--- src/rtl/pwrdn_pkg.sv ---
// Shared types for the power-down controller.
package pwrdn_pkg;
    typedef enum logic [1:0] {
        ST_RUN    = 2'b00,
        ST_HALT   = 2'b01,
        ST_SETTLE = 2'b10
    } pd_state_t;

    typedef enum logic [1:0] {
        RES_NEXT = 2'b00,
        RES_IRQ  = 2'b01,
        RES_WARM = 2'b10,
        RES_FULL = 2'b11
    } resume_t;
endpackage

--- src/rtl/pwrdn_wake_detect.sv ---
// Wake source detection and priority resolution.
// Assumes: pins idle high; clk is always on, so edges are seen while halted.
// The interrupt block mask is loaded in the cycle the halt is accepted.
module pwrdn_wake_detect
    import pwrdn_pkg::*;
#(
    parameter int PORT_W = 8,
    parameter int N_IRQ  = 4
) (
    input  logic              clk,
    input  logic              rst_n,
    input  logic              arm_i,
    input  logic [PORT_W-1:0] pin_i,
    input  logic [PORT_W-1:0] wake_en_i,
    input  logic [N_IRQ-1:0]  irq_req_i,
    input  logic [N_IRQ-1:0]  irq_en_i,
    input  logic              stack_full_i,
    input  logic              wdt_ovf_i,
    input  logic              ext_rst_i,
    output logic              wake_o,
    output resume_t           act_o
);
    logic [PORT_W-1:0] pin_q;
    logic [PORT_W-1:0] fall;
    logic [N_IRQ-1:0]  irq_block_q;
    logic [N_IRQ-1:0]  irq_new;
    logic              irq_take;

    // Per-pin falling-edge detector qualified by its enable bit.
    for (genvar b = 0; b < PORT_W; b++) begin : g_pin
        always_ff @(posedge clk) begin
            if (!rst_n) pin_q[b] <= 1'b1;
            else        pin_q[b] <= pin_i[b];
        end
        assign fall[b] = pin_q[b] & ~pin_i[b] & wake_en_i[b];
    end

    // Remember requests already pending when the halt is accepted.
    always_ff @(posedge clk) begin
        if (!rst_n)     irq_block_q <= '0;
        else if (arm_i) irq_block_q <= irq_req_i;
    end

    assign irq_new  = irq_req_i & ~irq_block_q;
    assign irq_take = |(irq_new & irq_en_i) & ~stack_full_i;
    assign wake_o   = ext_rst_i | wdt_ovf_i | (|irq_new) | (|fall);

    // Fixed priority: external reset, watchdog, interrupt, pin.
    always_comb begin
        if (ext_rst_i)      act_o = RES_FULL;
        else if (wdt_ovf_i) act_o = RES_WARM;
        else if (|irq_new)  act_o = irq_take ? RES_IRQ : RES_NEXT;
        else                act_o = RES_NEXT;
    end
endmodule

--- src/rtl/pwrdn_settle_timer.sv ---
// Settling window counter.
// Counts from zero while run_i is high; done_o marks the final cycle.
// Assumes DELAY_CYCLES >= 2.
module pwrdn_settle_timer #(
    parameter int DELAY_CYCLES = 1024,
    localparam int CNT_W = $clog2(DELAY_CYCLES + 1)
) (
    input  logic clk,
    input  logic rst_n,
    input  logic clear_i,
    input  logic run_i,
    output logic done_o
);
    logic [CNT_W-1:0] cnt_q;

    // Window counter: cleared at wake, advances during settling.
    always_ff @(posedge clk) begin
        if (!rst_n || clear_i) cnt_q <= '0;
        else if (run_i)        cnt_q <= cnt_q + 1'b1;
    end

    assign done_o = run_i && (cnt_q == CNT_W'(DELAY_CYCLES - 1));
endmodule

--- src/rtl/pwrdn_flags.sv ---
// Power-down and time-out flags.
// A halt sets the power-down flag and clears the time-out flag.
// A watchdog overflow setting the time-out flag wins over a same-cycle halt.
module pwrdn_flags (
    input  logic clk,
    input  logic rst_n,
    input  logic halt_acc_i,
    input  logic clr_acc_i,
    input  logic wdt_ovf_i,
    output logic pdf_o,
    output logic to_o
);
    // Power-down flag.
    always_ff @(posedge clk) begin
        if (!rst_n)          pdf_o <= 1'b0;
        else if (halt_acc_i) pdf_o <= 1'b1;
        else if (clr_acc_i)  pdf_o <= 1'b0;
    end

    // Time-out flag.
    always_ff @(posedge clk) begin
        if (!rst_n)          to_o <= 1'b0;
        else if (wdt_ovf_i)  to_o <= 1'b1;
        else if (halt_acc_i) to_o <= 1'b0;
    end
endmodule

--- src/rtl/pwrdn_ctrl.sv ---
// Power-down and wake-up controller top.
// Sequences run -> halt -> settle -> run, gates the system clock and
// issues a resume command at the end of the settling window.
// Assumes one clk that keeps running during halt; clk_en_o gates the core.
module pwrdn_ctrl
    import pwrdn_pkg::*;
#(
    parameter int PORT_W       = 8,
    parameter int N_IRQ        = 4,
    parameter int DELAY_CYCLES = 1024
) (
    input  logic              clk,
    input  logic              rst_n,
    input  logic              halt_i,
    input  logic              wdt_clr_i,
    input  logic              ext_rst_i,
    input  logic              wdt_ovf_i,
    input  logic [N_IRQ-1:0]  irq_req_i,
    input  logic [N_IRQ-1:0]  irq_en_i,
    input  logic              stack_full_i,
    input  logic [PORT_W-1:0] pin_i,
    input  logic [PORT_W-1:0] wake_en_i,
    output logic              clk_en_o,
    output logic              busy_o,
    output logic              resume_vld_o,
    output logic [1:0]        resume_act_o,
    output logic              pdf_o,
    output logic              to_o
);
    pd_state_t state_q;
    resume_t   act_q;
    resume_t   wake_act;
    logic      wake;
    logic      halt_acc;
    logic      wake_acc;
    logic      done;

    assign halt_acc = (state_q == ST_RUN) && halt_i;
    assign wake_acc = (state_q == ST_HALT) && wake;

    pwrdn_wake_detect #(.PORT_W(PORT_W), .N_IRQ(N_IRQ)) u_wake (
        .clk(clk), .rst_n(rst_n), .arm_i(halt_acc),
        .pin_i(pin_i), .wake_en_i(wake_en_i),
        .irq_req_i(irq_req_i), .irq_en_i(irq_en_i),
        .stack_full_i(stack_full_i), .wdt_ovf_i(wdt_ovf_i),
        .ext_rst_i(ext_rst_i), .wake_o(wake), .act_o(wake_act)
    );

    pwrdn_settle_timer #(.DELAY_CYCLES(DELAY_CYCLES)) u_timer (
        .clk(clk), .rst_n(rst_n), .clear_i(wake_acc),
        .run_i(state_q == ST_SETTLE), .done_o(done)
    );

    pwrdn_flags u_flags (
        .clk(clk), .rst_n(rst_n), .halt_acc_i(halt_acc),
        .clr_acc_i((state_q == ST_RUN) && wdt_clr_i),
        .wdt_ovf_i(wdt_ovf_i), .pdf_o(pdf_o), .to_o(to_o)
    );

    // Mode sequencer.
    always_ff @(posedge clk) begin
        if (!rst_n) begin
            state_q <= ST_RUN;
        end else begin
            unique case (state_q)
                ST_RUN:    if (halt_i) state_q <= ST_HALT;
                ST_HALT:   if (wake)   state_q <= ST_SETTLE;
                ST_SETTLE: if (done)   state_q <= ST_RUN;
                default:               state_q <= ST_RUN;
            endcase
        end
    end

    // Resume code captured at the accepted wake.
    always_ff @(posedge clk) begin
        if (!rst_n)        act_q <= RES_NEXT;
        else if (wake_acc) act_q <= wake_act;
    end

    assign clk_en_o     = (state_q != ST_HALT);
    assign busy_o       = (state_q == ST_SETTLE);
    assign resume_vld_o = done;
    assign resume_act_o = done ? act_q : RES_NEXT;
endmodule


--- config.mk ---
export PLATFORM = sky130hd
export DESIGN_NAME = pwrdn_ctrl
export DESIGN_NICKNAME = d
export VERILOG_FILES = /design/src/rtl/pwrdn_pkg.sv /design/src/rtl/pwrdn_wake_detect.sv /design/src/rtl/pwrdn_settle_timer.sv /design/src/rtl/pwrdn_flags.sv /design/src/rtl/pwrdn_ctrl.sv
export SDC_FILE = /design/constraint.sdc
export NUM_CORES = 1
export LEC_CHECK = 0
export ABC_AREA = 1
export ABC_CLOCK_PERIOD_IN_PS = 2200
export CAP_MARGIN = 30
export CORE_ASPECT_RATIO = 1.5
export CORE_MARGIN = 5
export CORE_UTILIZATION = 47
export CTS_CLUSTER_SIZE = 28
export DETAILED_ROUTE_END_ITERATION = 7
export PLACE_DENSITY = 0.81
export SLEW_MARGIN = 20
export SYNTH_ARGS = -nofsm -noshare
export SYNTH_HDL_FRONTEND = slang
export SYNTH_HIERARCHICAL = 1
export SYNTH_SLANG_ARGS = --single-unit
--- constraint.sdc ---
create_clock -name clk -period 2.2 [get_ports clk]
set_clock_uncertainty 0.1 [all_clocks]
set_input_delay 0.44 -clock clk [delete_from_list [all_inputs] [get_ports clk]]
set_output_delay 0.44 -clock clk [all_outputs]
set_load 0.05 [all_outputs]
==> Word-level counts from Yosys, hierarchy flattened <==
Cells that the tools add are included.
{ "op_classes": {"addsub": 1, "eq_ne": 7, "n_mux": 13, "bitwise": 32, "n_reduce_logical": 13} }
{ "ops": {"columns": ["cell", "count"], "rows": [
  ["$and 1x1->1", 17],
  ["$mux 2", 7],
  ["$add 11x1->11 const B", 1],
  ["$eq 11x10->1 const B", 1],
  ["$not 1->1", 9],
  ["$and 4x4->4", 2],
  ["$reduce_or 4->1", 2],
  ["$reduce_or 8->1", 1],
  ["$ne 2x2->1 const B", 3],
  ["$pmux 2 s3", 1],
  ["$mux 1", 5],
  ["$logic_and 1x1->1", 4],
  ["$not 4->4", 1],
  ["$reduce_bool 2->1", 2],
  ["$or 1x1->1", 3],
  ["$reduce_and 3->1", 1],
  ["$eq 2x1->1 const B", 1],
  ["$eq 2x2->1 const B", 1],
  ["$logic_not 2->1", 1],
  ["$ne 2x1->1 const B", 1],
  ["$logic_not 1->1", 1],
  ["$logic_or 1x1->1", 1]
]} }
{ "totals": {"regBits": 29, "in_bits": 31, "out_inout_bits": 7, "elab_cells": 80} }

==> Longest topological paths before layout <==
Gate-level depths: netlist (run 1).
{ "logic_depth": {"ltp_word": 9, "mapped_depth": 11, "depth_no_buf": 11} }

==> By module <==
The synthesis (run 1) kept the hierarchy.
{ "modules_own_cells": {"columns": ["mod", "n_inst", "cells_each", "area_per_inst_um2", "seq_area_each_um2"], "rows": [
  ["pwrdn_settle_timer", 1, 75, 586.8, 220.2],
  ["pwrdn_wake_detect", 1, 80, 536.8, 240.2],
  ["pwrdn_ctrl", 1, 33, 205.2, 80.1],
  ["pwrdn_flags", 1, 10, 78.8, 40.0]
]} }

==> Least setup slack after synthesis (run 1) <==
Ideal clock, no wire load.
{ "synth_timing": {"path_type": "reg-to-output", "start": "register state_q[1]", "end": "output resume_act_o[0]", "t_arrival_ns": 2.515, "t_required_ns": 1.660, "path_slack_ns": -0.855, "path_stages_with_launch": 10, "path_buffers": 1, "cell_sequence": "dfxtp_1 inv_1 nor2_1 buf_4 nand3_1 nor2_2 nand3_2 inv_1 nand2_1 inv_1"} }
{ "synth_via": {"elab_chain_len": 3} }
{ "synth_lines": {"columns": ["item", "line_no", "text"], "rows": [
  ["from (decl)", "pwrdn_ctrl.sv:30", "pd_state_t state_q;"],
  ["from (signal assigned)", "pwrdn_ctrl.sv:63", "state_q <= ST_RUN;"],
  ["from (signal assigned)", "pwrdn_ctrl.sv:66", "ST_RUN: if (halt_i) state_q <= ST_HALT;"],
  ["from (signal assigned)", "pwrdn_ctrl.sv:67", "ST_HALT: if (wake) state_q <= ST_SETTLE;"],
  ["$eq 2x2->1", null, null],
  ["net busy_o", "pwrdn_ctrl.sv:24", "output logic busy_o,"],
  ["$logic_and 1x1->1", "pwrdn_settle_timer.sv:22", "assign done_o = run_i && (cnt_q == CNT_W'(DELAY_CYCLES - 1));"],
  ["net resume_vld_o", "pwrdn_ctrl.sv:25", "output logic resume_vld_o,"],
  ["$mux 2", "pwrdn_ctrl.sv:83", "assign resume_act_o = done ? act_q : RES_NEXT;"],
  ["to (decl)", "pwrdn_ctrl.sv:26", "output logic [1:0] resume_act_o,"]
]} }
The timed path passes the listed nets, and every way through them passes these cells.

==> Final worst setup path (run 1) <==
{ "layout_timing": {"start": "register state_q[1]", "end": "output resume_act_o[0]"} }
{ "layout_via": {"elab_chain_len": 3} }
{ "layout_lines": {"columns": ["item", "line_no", "text"], "rows": [
  ["$eq 2x2->1", "pwrdn_ctrl.sv:51", ".run_i(state_q == ST_SETTLE), .done_o(done)"],
  ["$logic_and 1x1->1", "pwrdn_settle_timer.sv:22", null],
  ["$mux 2", "pwrdn_ctrl.sv:83", null]
]} }
Every way passes these cells.

==> results of run 1 <==
## where the power goes
group	switching, mW	leakage [nW]	total (mW)	internal [mW]
Sequential	0.0140	0.240	0.565	0.551
Combinational	0.103	0.643	0.201	0.0985
Clock	0.191	0.0443	0.438	0.247
## final cells by class
type | count | area, um2 | area share (%)
clock buffers | 7 | 86.3 | 4.29
inverters | 40 | 161 | 8.01
flip-flops and latches | 29 | 586 | 29.1
well taps | 39 | 48.8 | 2.42
repair buffers | 44 | 448 | 22.2
multi-input cells | 127 | 684 | 34.0
## synth_stat cells, drive strengths merged
| master | count | area, um2 |
|---|---|---|
| nand2 | 49 | 199 |
| inv | 40 | 150 |
| dfxtp | 29 | 581 |
| nand3 | 22 | 130 |
| nor2 | 22 | 133 |
| a21oi | 18 | 97.6 |
| o21ai | 8 | 40.0 |
| buf | 2 | 12.5 |
| nor3 | 2 | 15.0 |
| or2 | 2 | 15.0 |
| ha | 1 | 12.5 |
| nand3b | 1 | 7.51 |
| nor3b | 1 | 7.51 |
| o21a | 1 | 7.51 |
## registers in the layout (all words and copies together), names as in the netlist
signal and cells:
u_timer/cnt_q 11, state_q 2, act_q 2, u_wake/irq_block_q 4, u_flags/to_o 1, u_wake/pin_q 8, u_flags/pdf_o 1
## routing by layer
metal	GRT usage, %	part of all wire [%]	vias up
li1	-	-	709
met4	8.23	2.1	0
met5	0	0	-
met3	6.59	7.1	6
met2	28.0	54	35
met1	16.5	37	591
## metrics by stage
step	hold slack, ns	util (%)	cells	cell area (um2)	TNS (ns)
after floorplan	0.345	-	198	1440	-0.176
after global placement	0.350	65.2	276	1900	0
after detailed placement	0.355	65.2	276	1900	-0.0706
after CTS	0.365	69.0	286	2010	0
after global routing	0.386	69.2	286	2010	0
final	0.360	69.2	286	2010	0
## worst max-delay path, stage by stage (launching register included)
cell and delay [ns]:
dfxtp_2 0.34, inv_2 0.07, nor2_4 0.12, nand3_2 0.08, nor2_2 0.15, nand3_2 0.14, clkinvlp_4 0.13, nand2_2 0.06
clkinvlp_4 0.08, buf_12 0.13
## placed cells by master, fill, tap and decap left out, drive strengths merged
master | synthesis | final
nor3b | 1 | 1
dfxtp | 29 | 29
buf | 2 | 12
clkdlybuf4s50 | 0 | 32
o21a | 1 | 1
clkinvlp | 0 | 3
clkbuf | 0 | 7
o21ai | 8 | 8
inv | 40 | 37
ha | 1 | 1
a21oi | 18 | 18
nand3b | 1 | 1
nor2 | 22 | 22
nand2 | 49 | 49
nand3 | 22 | 22
nor3 | 2 | 2
or2 | 2 | 2
## cells by family after synthesis
kind of cell               after synthesis  share of synthesized area, %
DFF                                     29                          41.2
buffers and inverters                   42                          11.6
adders and majority gates                1                         0.889
AOI/OAI and AO/OA                       27                          10.3
and+or+nand+nor                         99                          36.0
## worst min path at each step
stage | from | end | slack (ns)
3_3_place_gp | u_flags/to_o$_SDFFE_PN0P_ | u_flags/to_o$_SDFFE_PN0P_ | 0.35
4_1_cts | u_flags/pdf_o$_SDFFE_PN0P_ | u_flags/pdf_o$_SDFFE_PN0P_ | 0.36
6_report | u_flags/pdf_o$_SDFFE_PN0P_ | u_flags/pdf_o$_SDFFE_PN0P_ | 0.36
5_1_grt | u_flags/to_o$_SDFFE_PN0P_ | u_flags/to_o$_SDFFE_PN0P_ | 0.39
3_5_place_dp | u_flags/pdf_o$_SDFFE_PN0P_ | u_flags/pdf_o$_SDFFE_PN0P_ | 0.35
2_1_floorplan | u_timer/cnt_q[10]$_SDFFE_PP0P_ | u_timer/cnt_q[10]$_SDFFE_PP0P_ | 0.35
## what timing repair did
item,4_1_cts,5_1_grt
pin swaps,1,0
setup buffers,3,0
setup endpoints to repair,2,2
resized for setup,1,2
==> results.py, run 1 <==
metrics = {
    "finish": {
        "final_nets": 279,
        "syn2layout_area_growth_pct": 43.1,
        "drive_above_1_share_pct": 19.8,
        "n_fill_cell": 263,
        "n_antenna_cell": 0,
    },
    "setup_path": {
        "r2r-end": "u_timer/cnt_q[3]$_SDFFE_PP0P_",
        "cp-start-kind": "register",
        "cp.required_ns": 1.66,
        "rr_startpoint": "u_wake/irq_block_q[0]$_SDFFE_PN0P_",
        "cp-startpoint": "state_q[1]$_SDFFE_PN0P_",
        "crit_path_end_kind": "output pin",
        "crit_fanout": 4,
        "setup.worst_path.end": "resume_act_o[0]",
        "cp_data_arrival_time_ns": 1.57,
        "rr_worst_depth": 11,
        "ff2ff_setup_slack_ns": 0.59,
        "criticalPathCategory": "reg -> out",
    },
    "placed_design": {
        "portBuffers": 37,
        "pre_cts_ws_ns": -0.0484,
        "gp_congestion": 0.723,
        "dp_hpwl_mm": 2.37,
    },
    "routing": {
        "detail_route.wl_per_cell_um": 10.4,
        "antenna_left": 0,
        "dr.pass1.iters": 4,
        "drt-total-wl_mm": 2.99,
        "drt_drc_violations_left": 0,
        "drtIter0Drc": 19,
        "routed_via_density": 4.69,
        "vias": 1341,
    },
    "yosys": {
        "synth_cells": 198,
        "ys_seq_area_share_pct": 41.2,
        "yosys_warnings": 6,
        "ys_seq_elements": 29,
        "syn_nets": 230,
        "synth.avg_cell_area_um2": 7.11,
        "syn_area_mm2": 0.00141,
        "yosysUniqueCellTypes": 26,
    },
    "clock_network": {
        "cts_root_buffer": "clkbuf_8",
        "cts.sinks": 29,
        "numCtsBuffers": 5,
        "insertion_delay_ns": 0.28,
        "clk_pin_slew_worst_paths_ns": 0.06,
        "cts_tree": "done",
        "h-tree-depth": 2,
        "clockBufferDepth": 2,
        "postCtsHoldBufs": 0,
    },
    "floorplan": {
        "die_h_um": 77.0,
        "initial_core_util_pct": 48.3,
        "coreArea_mm2": 0.00291,
        "rows": 24,
        "ioPinCount": 38,
        "die-area_mm2": 0.00421,
        "fp.dieW_um": 54.7,
    },
    "pwr": {
        "ir_worst_vdd_mv": 0.459,
        "p_per_area_mw_per_mm2": 598,
        "p_total_mw": 1.20,
        "p_leak_nw": 0.927,
    },
    "global_route": {
        "grt_max_degree": 17,
        "antenna_found_initial": 0,
        "grt_pass1_vias": 1285,
        "grt_first_pass_wirelength_mm": 5.08,
        "track_usage_pct": 16.6,
        "grt_overflow": 0,
    },
    "timing": {
        "slew_viol_final": 0,
        "finalSetupViolCount": 0,
        "timing.fmax_mhz": 474,
        "worst_slack_ns": 0.0906,
        "period_share_pct": 95.9,
        "finalHoldViolations": 0,
        "max_slew.worst_pin.slew_ns": 0.502,
        "grt_setup_unrepaired": "no",
        "fin_crit_ns": 2.11,
        "relSlewSlack_pct": 66.4,
    },
    "job": {
        "max_cap_violations": 0,
    },
    "min_path": {
        "hold_depth": 2,
        "min_path_type": "reg -> reg",
    },
    "outcome": {
        "status": "finished clean",
    },
}
Note: power is estimated with default switching activity, not from simulation.
==> run 2: changes to the inputs <==
CAP_MARGIN = not set   (was 30)
==> results of run 2 <==
The final DEF is identical to that of run 1; final timing and power are the same.
